`config.mk`:
```
export PLATFORM = sky130hd
export DESIGN_NAME = regacc_ctrl
export DESIGN_NICKNAME = d
export VERILOG_FILES = /design/src/rtl/regacc_pkg.sv /design/src/rtl/regacc_ptr.sv /design/src/rtl/regacc_bank.sv /design/src/rtl/regacc_ctrl.sv
export SDC_FILE = /design/constraint.sdc
export NUM_CORES = 2
export LEC_CHECK = 0
export BUFFER_PORTS_ARGS = -buffer_cell sky130_fd_sc_hd__buf_2
export CAP_MARGIN = 5
export CORE_MARGIN = 1
export CORE_UTILIZATION = 55
export CTS_CLUSTER_SIZE = 10
export DETAILED_ROUTE_END_ITERATION = 7
export PLACE_DENSITY = 0.71
export SLEW_MARGIN = 10
export SYNTH_ARGS = -nofsm -noshare
export SYNTH_HDL_FRONTEND = slang
export SYNTH_SLANG_ARGS = --single-unit
```
`constraint.sdc`:
```
create_clock -name clk -period 7.3 [get_ports clk]
set_clock_uncertainty 0.1 [all_clocks]
set_input_delay 1.46 -clock clk [delete_from_list [all_inputs] [get_ports clk]]
set_output_delay 1.46 -clock clk [all_outputs]
set_load 0.01 [all_outputs]
```
`src/rtl/regacc_pkg.sv`:
```
package regacc_pkg;

    localparam int unsigned BYTE_W = 8;

    typedef logic [BYTE_W-1:0] byte_t;

    typedef enum logic [1:0] {
        ACC_MAP_STEP  = 2'd0,
        ACC_MAP_HOLD  = 2'd1,
        ACC_BANK_IDX  = 2'd2,
        ACC_BANK_DATA = 2'd3
    } acc_kind_e;

    typedef struct packed {
        logic  load;
        logic  step;
        byte_t load_val;
    } ptr_cmd_t;

    typedef struct packed {
        logic  idx_we;
        logic  data_acc;
        logic  data_we;
        byte_t wval;
    } bank_cmd_t;

    localparam int unsigned HOLD_CNT = 4;
    localparam byte_t HOLD_LIST [HOLD_CNT] = '{8'h29, 8'h2D, 8'h4F, 8'h7F};

    function automatic logic is_hold(input byte_t a);
        logic hit;
        hit = 1'b0;
        for (int i = 0; i < HOLD_CNT; i++) begin
            if (a == HOLD_LIST[i]) hit = 1'b1;
        end
        return hit;
    endfunction

    function automatic acc_kind_e classify(input byte_t a, input byte_t idx_reg,
                                           input byte_t data_reg);
        if (a == idx_reg)       return ACC_BANK_IDX;
        else if (a == data_reg) return ACC_BANK_DATA;
        else if (is_hold(a))    return ACC_MAP_HOLD;
        else                    return ACC_MAP_STEP;
    endfunction

endpackage

```
`src/rtl/regacc_ptr.sv`:
```
module regacc_ptr
    import regacc_pkg::*;
(
    input  logic     clk,
    input  logic     rst,
    input  ptr_cmd_t cmd,
    output byte_t    ptr
);

    always_ff @(posedge clk) begin
        if (rst)           ptr <= '0;
        else if (cmd.load) ptr <= cmd.load_val;
        else if (cmd.step) ptr <= ptr + byte_t'(1);
    end

    AST_PTR_STEP: assert property (@(posedge clk) disable iff (rst)
        (cmd.step && !cmd.load) |=> (ptr == byte_t'($past(ptr) + byte_t'(1))))
        else $error("pointer did not step");

    AST_PTR_LOAD: assert property (@(posedge clk) disable iff (rst)
        cmd.load |=> (ptr == $past(cmd.load_val)))
        else $error("pointer did not load");

    AST_PTR_IDLE: assert property (@(posedge clk) disable iff (rst)
        (!cmd.step && !cmd.load) |=> $stable(ptr))
        else $error("pointer moved without command");

endmodule

```
`src/rtl/regacc_bank.sv`:
```
module regacc_bank
    import regacc_pkg::*;
#(
    parameter int unsigned DEPTH = 200
) (
    input  logic      clk,
    input  logic      rst,
    input  bank_cmd_t cmd,
    output byte_t     idx_out,
    output byte_t     rd_data
);

    localparam int unsigned IW   = (DEPTH > 1) ? $clog2(DEPTH) : 1;
    localparam int unsigned LAST = DEPTH - 1;

    logic [IW-1:0] idx;
    logic [IW-1:0] idx_nxt;
    logic [IW-1:0] idx_clamped;
    byte_t         mem [DEPTH];

    always_comb begin
        idx_clamped = (32'(cmd.wval) >= DEPTH) ? IW'(LAST) : IW'(cmd.wval);
        idx_nxt     = (32'(idx) == LAST) ? '0 : idx + IW'(1);
    end

    always_ff @(posedge clk) begin
        if (rst)               idx <= '0;
        else if (cmd.idx_we)   idx <= idx_clamped;
        else if (cmd.data_acc) idx <= idx_nxt;
    end

    always_ff @(posedge clk) begin
        if (cmd.data_acc && cmd.data_we) mem[idx] <= cmd.wval;
    end

    assign rd_data = mem[idx];
    assign idx_out = byte_t'(idx);

    AST_IDX_IN_RANGE: assert property (@(posedge clk) disable iff (rst)
        32'(idx) < DEPTH)
        else $error("bank index out of range");

    AST_IDX_CLAMP: assert property (@(posedge clk) disable iff (rst)
        (cmd.idx_we && 32'(cmd.wval) >= DEPTH) |=> (32'(idx) == LAST))
        else $error("index not clamped");

    AST_IDX_WRAP: assert property (@(posedge clk) disable iff (rst)
        (cmd.data_acc && !cmd.idx_we && 32'(idx) == LAST) |=> (idx == '0))
        else $error("index did not wrap");

endmodule

```
`src/rtl/regacc_ctrl.sv`:
```
module regacc_ctrl
    import regacc_pkg::*;
#(
    parameter int unsigned BANK_DEPTH = 200,
    parameter logic [7:0]  IDX_REG    = 8'h60,
    parameter logic [7:0]  DATA_REG   = 8'h61
) (
    input  logic       clk,
    input  logic       rst,
    input  logic       byte_vld,
    input  logic       byte_rd,
    input  logic       txn_start,
    input  logic [7:0] wdata,
    output logic [7:0] rdata,
    output logic [7:0] map_addr,
    output logic       map_we,
    output logic       map_re,
    output logic [7:0] map_wdata,
    input  logic [7:0] map_rdata
);

    byte_t     ptr;
    byte_t     bank_idx;
    byte_t     bank_rd;
    byte_t     rd_sel;
    acc_kind_e kind;
    logic      addr_byte;
    logic      data_byte;
    logic      is_map;
    ptr_cmd_t  pcmd;
    bank_cmd_t bcmd;

    always_comb begin
        addr_byte = byte_vld && txn_start && !byte_rd;
        data_byte = byte_vld && !addr_byte;
        kind      = classify(ptr, IDX_REG, DATA_REG);
        is_map    = (kind == ACC_MAP_STEP) || (kind == ACC_MAP_HOLD);

        pcmd.load     = addr_byte;
        pcmd.load_val = wdata;
        pcmd.step     = data_byte && (kind == ACC_MAP_STEP);

        bcmd.idx_we   = data_byte && !byte_rd && (kind == ACC_BANK_IDX);
        bcmd.data_acc = data_byte && (kind == ACC_BANK_DATA);
        bcmd.data_we  = !byte_rd;
        bcmd.wval     = wdata;

        unique case (kind)
            ACC_BANK_IDX:  rd_sel = bank_idx;
            ACC_BANK_DATA: rd_sel = bank_rd;
            default:       rd_sel = map_rdata;
        endcase
    end

    regacc_ptr u_ptr (
        .clk (clk),
        .rst (rst),
        .cmd (pcmd),
        .ptr (ptr)
    );

    regacc_bank #(.DEPTH(BANK_DEPTH)) u_bank (
        .clk     (clk),
        .rst     (rst),
        .cmd     (bcmd),
        .idx_out (bank_idx),
        .rd_data (bank_rd)
    );

    always_ff @(posedge clk) begin
        if (rst)                       rdata <= '0;
        else if (data_byte && byte_rd) rdata <= rd_sel;
    end

    assign map_addr  = ptr;
    assign map_we    = data_byte && !byte_rd && is_map;
    assign map_re    = data_byte && byte_rd && is_map;
    assign map_wdata = wdata;

    always_comb begin
        if (!rst) begin
            AST_WINDOW_NO_MAP: assert (!((map_we || map_re) &&
                                ((map_addr == IDX_REG) || (map_addr == DATA_REG))))
                else $error("window address reached main map");
            AST_ONE_STROBE: assert ($onehot0({map_we, map_re}))
                else $error("both map strobes high");
        end
    end

    AST_RDATA_HOLD: assert property (@(posedge clk) disable iff (rst)
        !(byte_vld && byte_rd) |=> $stable(rdata))
        else $error("rdata changed without read");

endmodule

```
== Word level (Yosys, flattened, before mapping) ==
Memory sizes are Yosys's and may differ from the RTL's. A register that Yosys moved wholly into a read port is not among the register bits.
Index checks and enable logic that the tools add are counted.

* Register bits after elaboration: 24
* Latch bits: 0
* RAM bits: 1600
* Memory bits (read-only): 0
* Output and inout bits: 26
* Logic and storage cells: 54
* Memories kept: 1

* $add $sub $neg: 2
* Multiply operators: 0
* Div/mod/pow operators: 0
* Order comparisons: 1
* Equal/unequal tests: 10
* Shift-type cells: 0
* Muxes and demuxes: 20
* Bitwise logic cells: 0
* Reductions and logical operators: 17

{| class="wikitable"
|+ Memories
! name !! depth !! width !! rd ports !! clocked after memory_dff !! write ports !! line !! text
|-
| u_bank.mem || 200 || 8 || 1 || 1 || 1 || regacc_bank.sv:19 || <nowiki>byte_t mem [DEPTH];</nowiki>
|}

{| class="wikitable"
|+ Operators by type and width
! operator !! count
|-
| two-way mux 8 bit || 8
|-
| == test 8 x 7 -> 1 bit, second input constant || 4
|-
| adder 8 x 1 -> 8 bit, second input constant || 2
|-
| == test 8 x 6 -> 1 bit, second input constant || 2
|-
| one-hot mux 8 bit (2 select lines) || 1
|-
| logical AND 1 bit || 11
|-
| two-way mux 1 bit || 9
|-
| == test 8 bit, second input constant || 1
|-
| >= comparator 8 bit, second input constant || 1
|-
| == test 2 bit, second input constant || 2
|-
| two-way mux 2 bit || 2
|-
| nonzero test 2 bit || 2
|-
| == test 2 x 1 -> 1 bit, second input constant || 1
|-
| logical NOT 1 bit || 2
|-
| logical NOT 2 bit || 1
|-
| logical OR 1 bit || 1
|}

== Depth between registers and ports, before layout ==
* Depth in word-level cells: 16
* Depth in mapped cells: 13

== By module ==
Synthesis repeated with hierarchy kept, for this count alone.

* Cell total of the unflattened synthesis: 3168
* Area, all modules: 64575.7 µm²

{| class="wikitable"
|+ By module, submodules not included
! module !! instances !! cells each !! area each (µm²)
|-
| regacc_bank || 1 || 3034 || 63390.8
|-
| regacc_ctrl || 1 || 81 || 720.7
|-
| regacc_ptr || 1 || 53 || 464.2
|}

== Worst setup path before layout ==
OpenSTA, ideal clock, no wires.

* Kind: input to output
* Start point: input byte_vld
* End point: output map_re
* Arrival: 2.152 ns
* Data required time: 5.740 ns
* Path slack: 3.588 ns
* Cell stages on the path: 3
* Path buffers: 1
* Cell sequence: and2_0 clkbuf_1 and2_1

* Cells in the longest elaborated chain, start to end: 6

{| class="wikitable"
|+ Ends and longest elaborated chain
! element !! line !! text
|-
| from (decl) || regacc_ctrl.sv:10 || <nowiki>input logic byte_vld,</nowiki>
|-
| logical AND 1 bit (2 in a row) || regacc_ctrl.sv:34 || <nowiki>addr_byte = byte_vld && txn_start && !byte_rd;</nowiki>
|-
| logical NOT 1 bit || regacc_ctrl.sv:35 || <nowiki>data_byte = byte_vld && !addr_byte;</nowiki>
|-
| logical AND 1 bit (*) || regacc_ctrl.sv:35 ||
|-
| logical AND 1 bit (*) (2 in a row) || regacc_ctrl.sv:77 || <nowiki>assign map_re = data_byte && byte_rd && is_map;</nowiki>
|-
| to (decl) || regacc_ctrl.sv:17 || <nowiki>output logic map_re,</nowiki>
|}

Mark *: on every way between the ends. The rest lies on a longest branch, timed or not.

== Worst setup path in the final report ==
* Start point: input byte_rd
* End point: memory u_bank.mem[169][3] (netlist name) (enable)

* Cells in the longest elaborated chain, start to end: 8

{| class="wikitable"
|+ Ends and longest elaborated chain
! element !! line !! text
|-
| from (decl) || regacc_ctrl.sv:11 || <nowiki>input logic byte_rd,</nowiki>
|-
| logical NOT 1 bit (*) || regacc_ctrl.sv:34, regacc_ctrl.sv:45 ||
|-
| logical AND 1 bit || regacc_ctrl.sv:34 ||
|-
| logical NOT 1 bit || regacc_ctrl.sv:35 ||
|-
| logical AND 1 bit || regacc_ctrl.sv:35 ||
|-
| logical AND 1 bit || regacc_ctrl.sv:44 || <nowiki>bcmd.data_acc = data_byte && (kind == ACC_BANK_DATA);</nowiki>
|-
| logical AND 1 bit (*) || regacc_bank.sv:33 || <nowiki>if (cmd.data_acc && cmd.data_we) mem[idx] <= cmd.wval;</nowiki>
|-
| two-way mux 1 bit (*) || regacc_bank.sv:33 ||
|-
| two-way mux 1 bit (not written as such) (*) || regacc_bank.sv:33 ||
|-
| to (decl) || regacc_bank.sv:19 ||
|}

Marked as above.

==> summary.txt <==
Power
  – Combinational Power Share: 1.5%
  – Internal power: 15.0 mW
  – Pleak: 20.8 nW
  – Clock Power Share: a little over two fifths
  – Flop pwr share: 55.4%
  – Sw power: 3.64 mW
  – VDD IR-drop max: 0.216 mV
  – Sw Ratio: 19.6%
  – PwrDens: 263 mW/mm^2

Layout
  – Fin area: 0.0709 mm^2
  – Area grow syn2layout: 10.5%
  – Commonest cells after routing, fill and taps aside: edfxtp_1 (1600), mux4_2 (344), nor2_1 (242), clkbuf_16 (188), mux2i_1 (176)
  – Final net count: 3328
  – Share of layout cells above drive strength 1: 20.9%
  – Finished Layout Cells: ~4900
  – Commonest non-fill, non-tap cell in the layout: edfxtp_1

Die
  – Die area: approximately 0.12 mm^2
  – Die Height: 344 um
  – Core Area: 0.115 mm^2
  – I/O Pins: 47
  – Die width: 344 um
  – Starting Density: a little under three fifths
  – Std cell rows: 124

Drt
  – Routed Wire Length: 166 mm
  – Average wire per standard cell: 34.1 um
  – Router iterations before antenna repair: 6
  – Iteration-0 DRC Markers: approximately 5200
  – DRC viols: 0
  – Average via count per standard cell: 6.89
  – Vias post-DR: 33583
  – Final ANT Viol Nets: 0

Job
  – Max cap viols: 0

Clock network
  – CTS resizes: 0
  – Post-CTS Hold Buffers: 0
  – Clk root buf: clkbuf_16
  – Post CTS Setup Buffer Count: 0
  – Total CTS buffers: approximately 180
  – # H-tree levels: 4
  – Reg clk slew, reported paths: 0.05 ns
  – Clock Latency Late Sink: slightly below 0.8 ns
  – CTS tree: yes
  – CTS max path bufs: 3
  – Total clock sinks: 1632

Timing
  – Hold Fails Final Rpt: 0
  – RSZ-0062 raised after global routing: no
  – Fmax: around 0.23 GHz
  – Count of pins over their slew limit: 0
  – Final Critical Period: 4.44 ns
  – Tcrit/Tclk final: 60.9%
  – Slew @ Worst Pin: 1.14 ns
  – Relative slew margins: between 20% and 30%
  – Final setup fails: 0
  – Sum Neg Setup Slack: 0 ns

Place
  – Final HPWL DP: roughly 100 mm
  – Placed cell areas: 0.0658 mm^2
  – Cell total after placement: 4627
  – GPL Wtd Cong: 0.978
  – # port buffers: 46

GRT
  – Overall Global Routing Usage: 28.6%
  – Aggregate global routing overflow: 0
  – Vias in the first global route: about 33000
  – Largest net degree at the start of global routing: 147
  – Initial antenna violation count: 5
  – First-pass GRT wire length: around 240 mm

Logic synthesis
  – Syn. warnings: 0
  – Top-area cell type share of the netlist area: 74.9%
  – Synth area leaders: edfxtp_1 (75%), mux4_2 (12%), mux2i_1 (2.7%), nor2_1 (1.4%), dfxtp_1 (1.0%)
  – Area of the mapped netlist: 0.0642 mm^2
  – Cell variety after synth: between 60 and 70
  – Post-synth EDFFs: between 1500 and 2000
  – Synth Flop Type: edfxtp_1
  – Yosys reg bits: ~1600
  – Seq/Total Area, Yosys: 75.9%
  – Area leader, netlist: edfxtp_1
  – Avg Cell Area, Syn: 19.9 um^2
  – Mapped Cells: between 3000 and 4000
  – Post-synth net total: 3247
  – Post-synth ARST share: 0%

Worst setup path
  – Critical path's top delay family: simple AND/OR/NAND/NOR gates
  – Largest fanout on the critical path: 16
  – Path type of the worst setup path: in -> reg
  – Max incr delay on CP: 0.78 ns
  – Worst Path Buf+Inv: 1
  – Critical path's slowest cell: nor2_1
  – Critical path cell sequence: buf_2 > nor3b_1 > nand2b_1 > nor3b_2 > nand2_1 > nor2_1
  – Startpoint types: primary input
  – Worst Path Arrival: 4.73 ns
  – CP Capture Type: flip-flop
  – Critical Path RT: ~7.6 ns

Hold path
  – Worst Hold Class: reg -> reg

Run status
  – Status: completed
-- metal layers --
layer	GRT usage, %	up-vias	wire length (um)
li1	-	13366	-
met4	9.72	6	5440
met2	43.7	2520	77600
met3	6.90	353	19400
met1	40.7	17338	63400
met5	0	-	60
-- synthesized netlist by cell type, types with 21 or more instances --
library cell / n
a211oi_1: 24
a21oi_1: 73
a22oi_1: 72
buf_2: 67
buf_4: 32
clkbuf_1: 76
dfxtp_1: 32
edfxtp_1: 1600
mux2_2: 29
mux2i_1: 176
mux4_2: 344
nand2_1: 89
nand3_1: 47
nor2_1: 242
nor2b_1: 32
nor3_1: 21
o211ai_1: 22
o21ai_0: 25
o22ai_1: 35
-- registers in the layout (all words and copies together) (netlist names), named ones only --
name and count:
u_bank.mem 1600, rdata 8, u_bank.idx_out 8, u_ptr.ptr 8
-- final cells by class --
| type | count | area (um^2) |
|---|---|---|
| flip-flops and latches | 1632 | 48700 |
| fillers | 7598 | 44100 |
| multi-input cells | 1385 | 14500 |
| clock buffers | 231 | 4870 |
| well taps | 1512 | 1890 |
| repair buffers | 92 | 713 |
| clock inverters | 14 | 160 |
| inverters | 6 | 22.5 |
| diodes | 1 | 2.50 |
-- final timing paths --
kind	from	endpoint	slack, ns	cells past startpoint
max	byte_rd	u_bank.mem[169][3]$_DFFE_PP_	2.86	6
min	u_ptr.ptr[5]$_SDFFE_PP0P_	u_ptr.ptr[5]$_SDFFE_PP0P_	0.50	2
max reg2reg	flip-flop	rdata[0]$_SDFFE_PP0P_	3.02	7
min reg2reg	u_ptr.ptr[5]$_SDFFE_PP0P_	u_ptr.ptr[5]$_SDFFE_PP0P_	0.50	2
-- kinds of logic (layout without fill, tap and decap cells) --
kind of cell,Yosys count,count (layout),synth area share [%]
buffers and inverters,202,343,1.57
and+or+nand+nor,511,511,3.67
muxes,549,549,15.3
adders and majority gates,7,7,0.137
xor gates and xnor gates,7,7,0.0956
other,0,1,0
DFF,1632,1632,75.9
AOI/OAI and AO/OA,311,311,3.31
-- worst min-delay path, delay by kind of cell (launching register included) --
kind	cells	cell delay [ns]
flip-flops	1	0.37
AO/OA/AOI/OAI	2	0.18
-- stage by stage --
step                hold slack, ns  utilization (%)  worst slack [ns]  power (mW)
global placement             0.462             57.3              2.28        10.8
detailed placement           0.482             57.3              2.24        10.8
finish                       0.504             61.7              2.86        18.6
floorplan                    0.445                -              3.59        10.5
global route                 0.536             61.7              2.81        19.0
CTS                          0.500             61.6              3.03        18.7
-- power groups by stage --
stage                     Clock, mW  Combinational (mW)  Sequential (mW)
final                          8.04               0.271             10.3
after global routing           8.41               0.284             10.3
after CTS                      8.10               0.273             10.3
after detailed placement          0               0.273             10.5
after global placement            0               0.270             10.5
after floorplan                   0              0.0400             10.5
No activity file was read; power rests on OpenSTA's default activity.
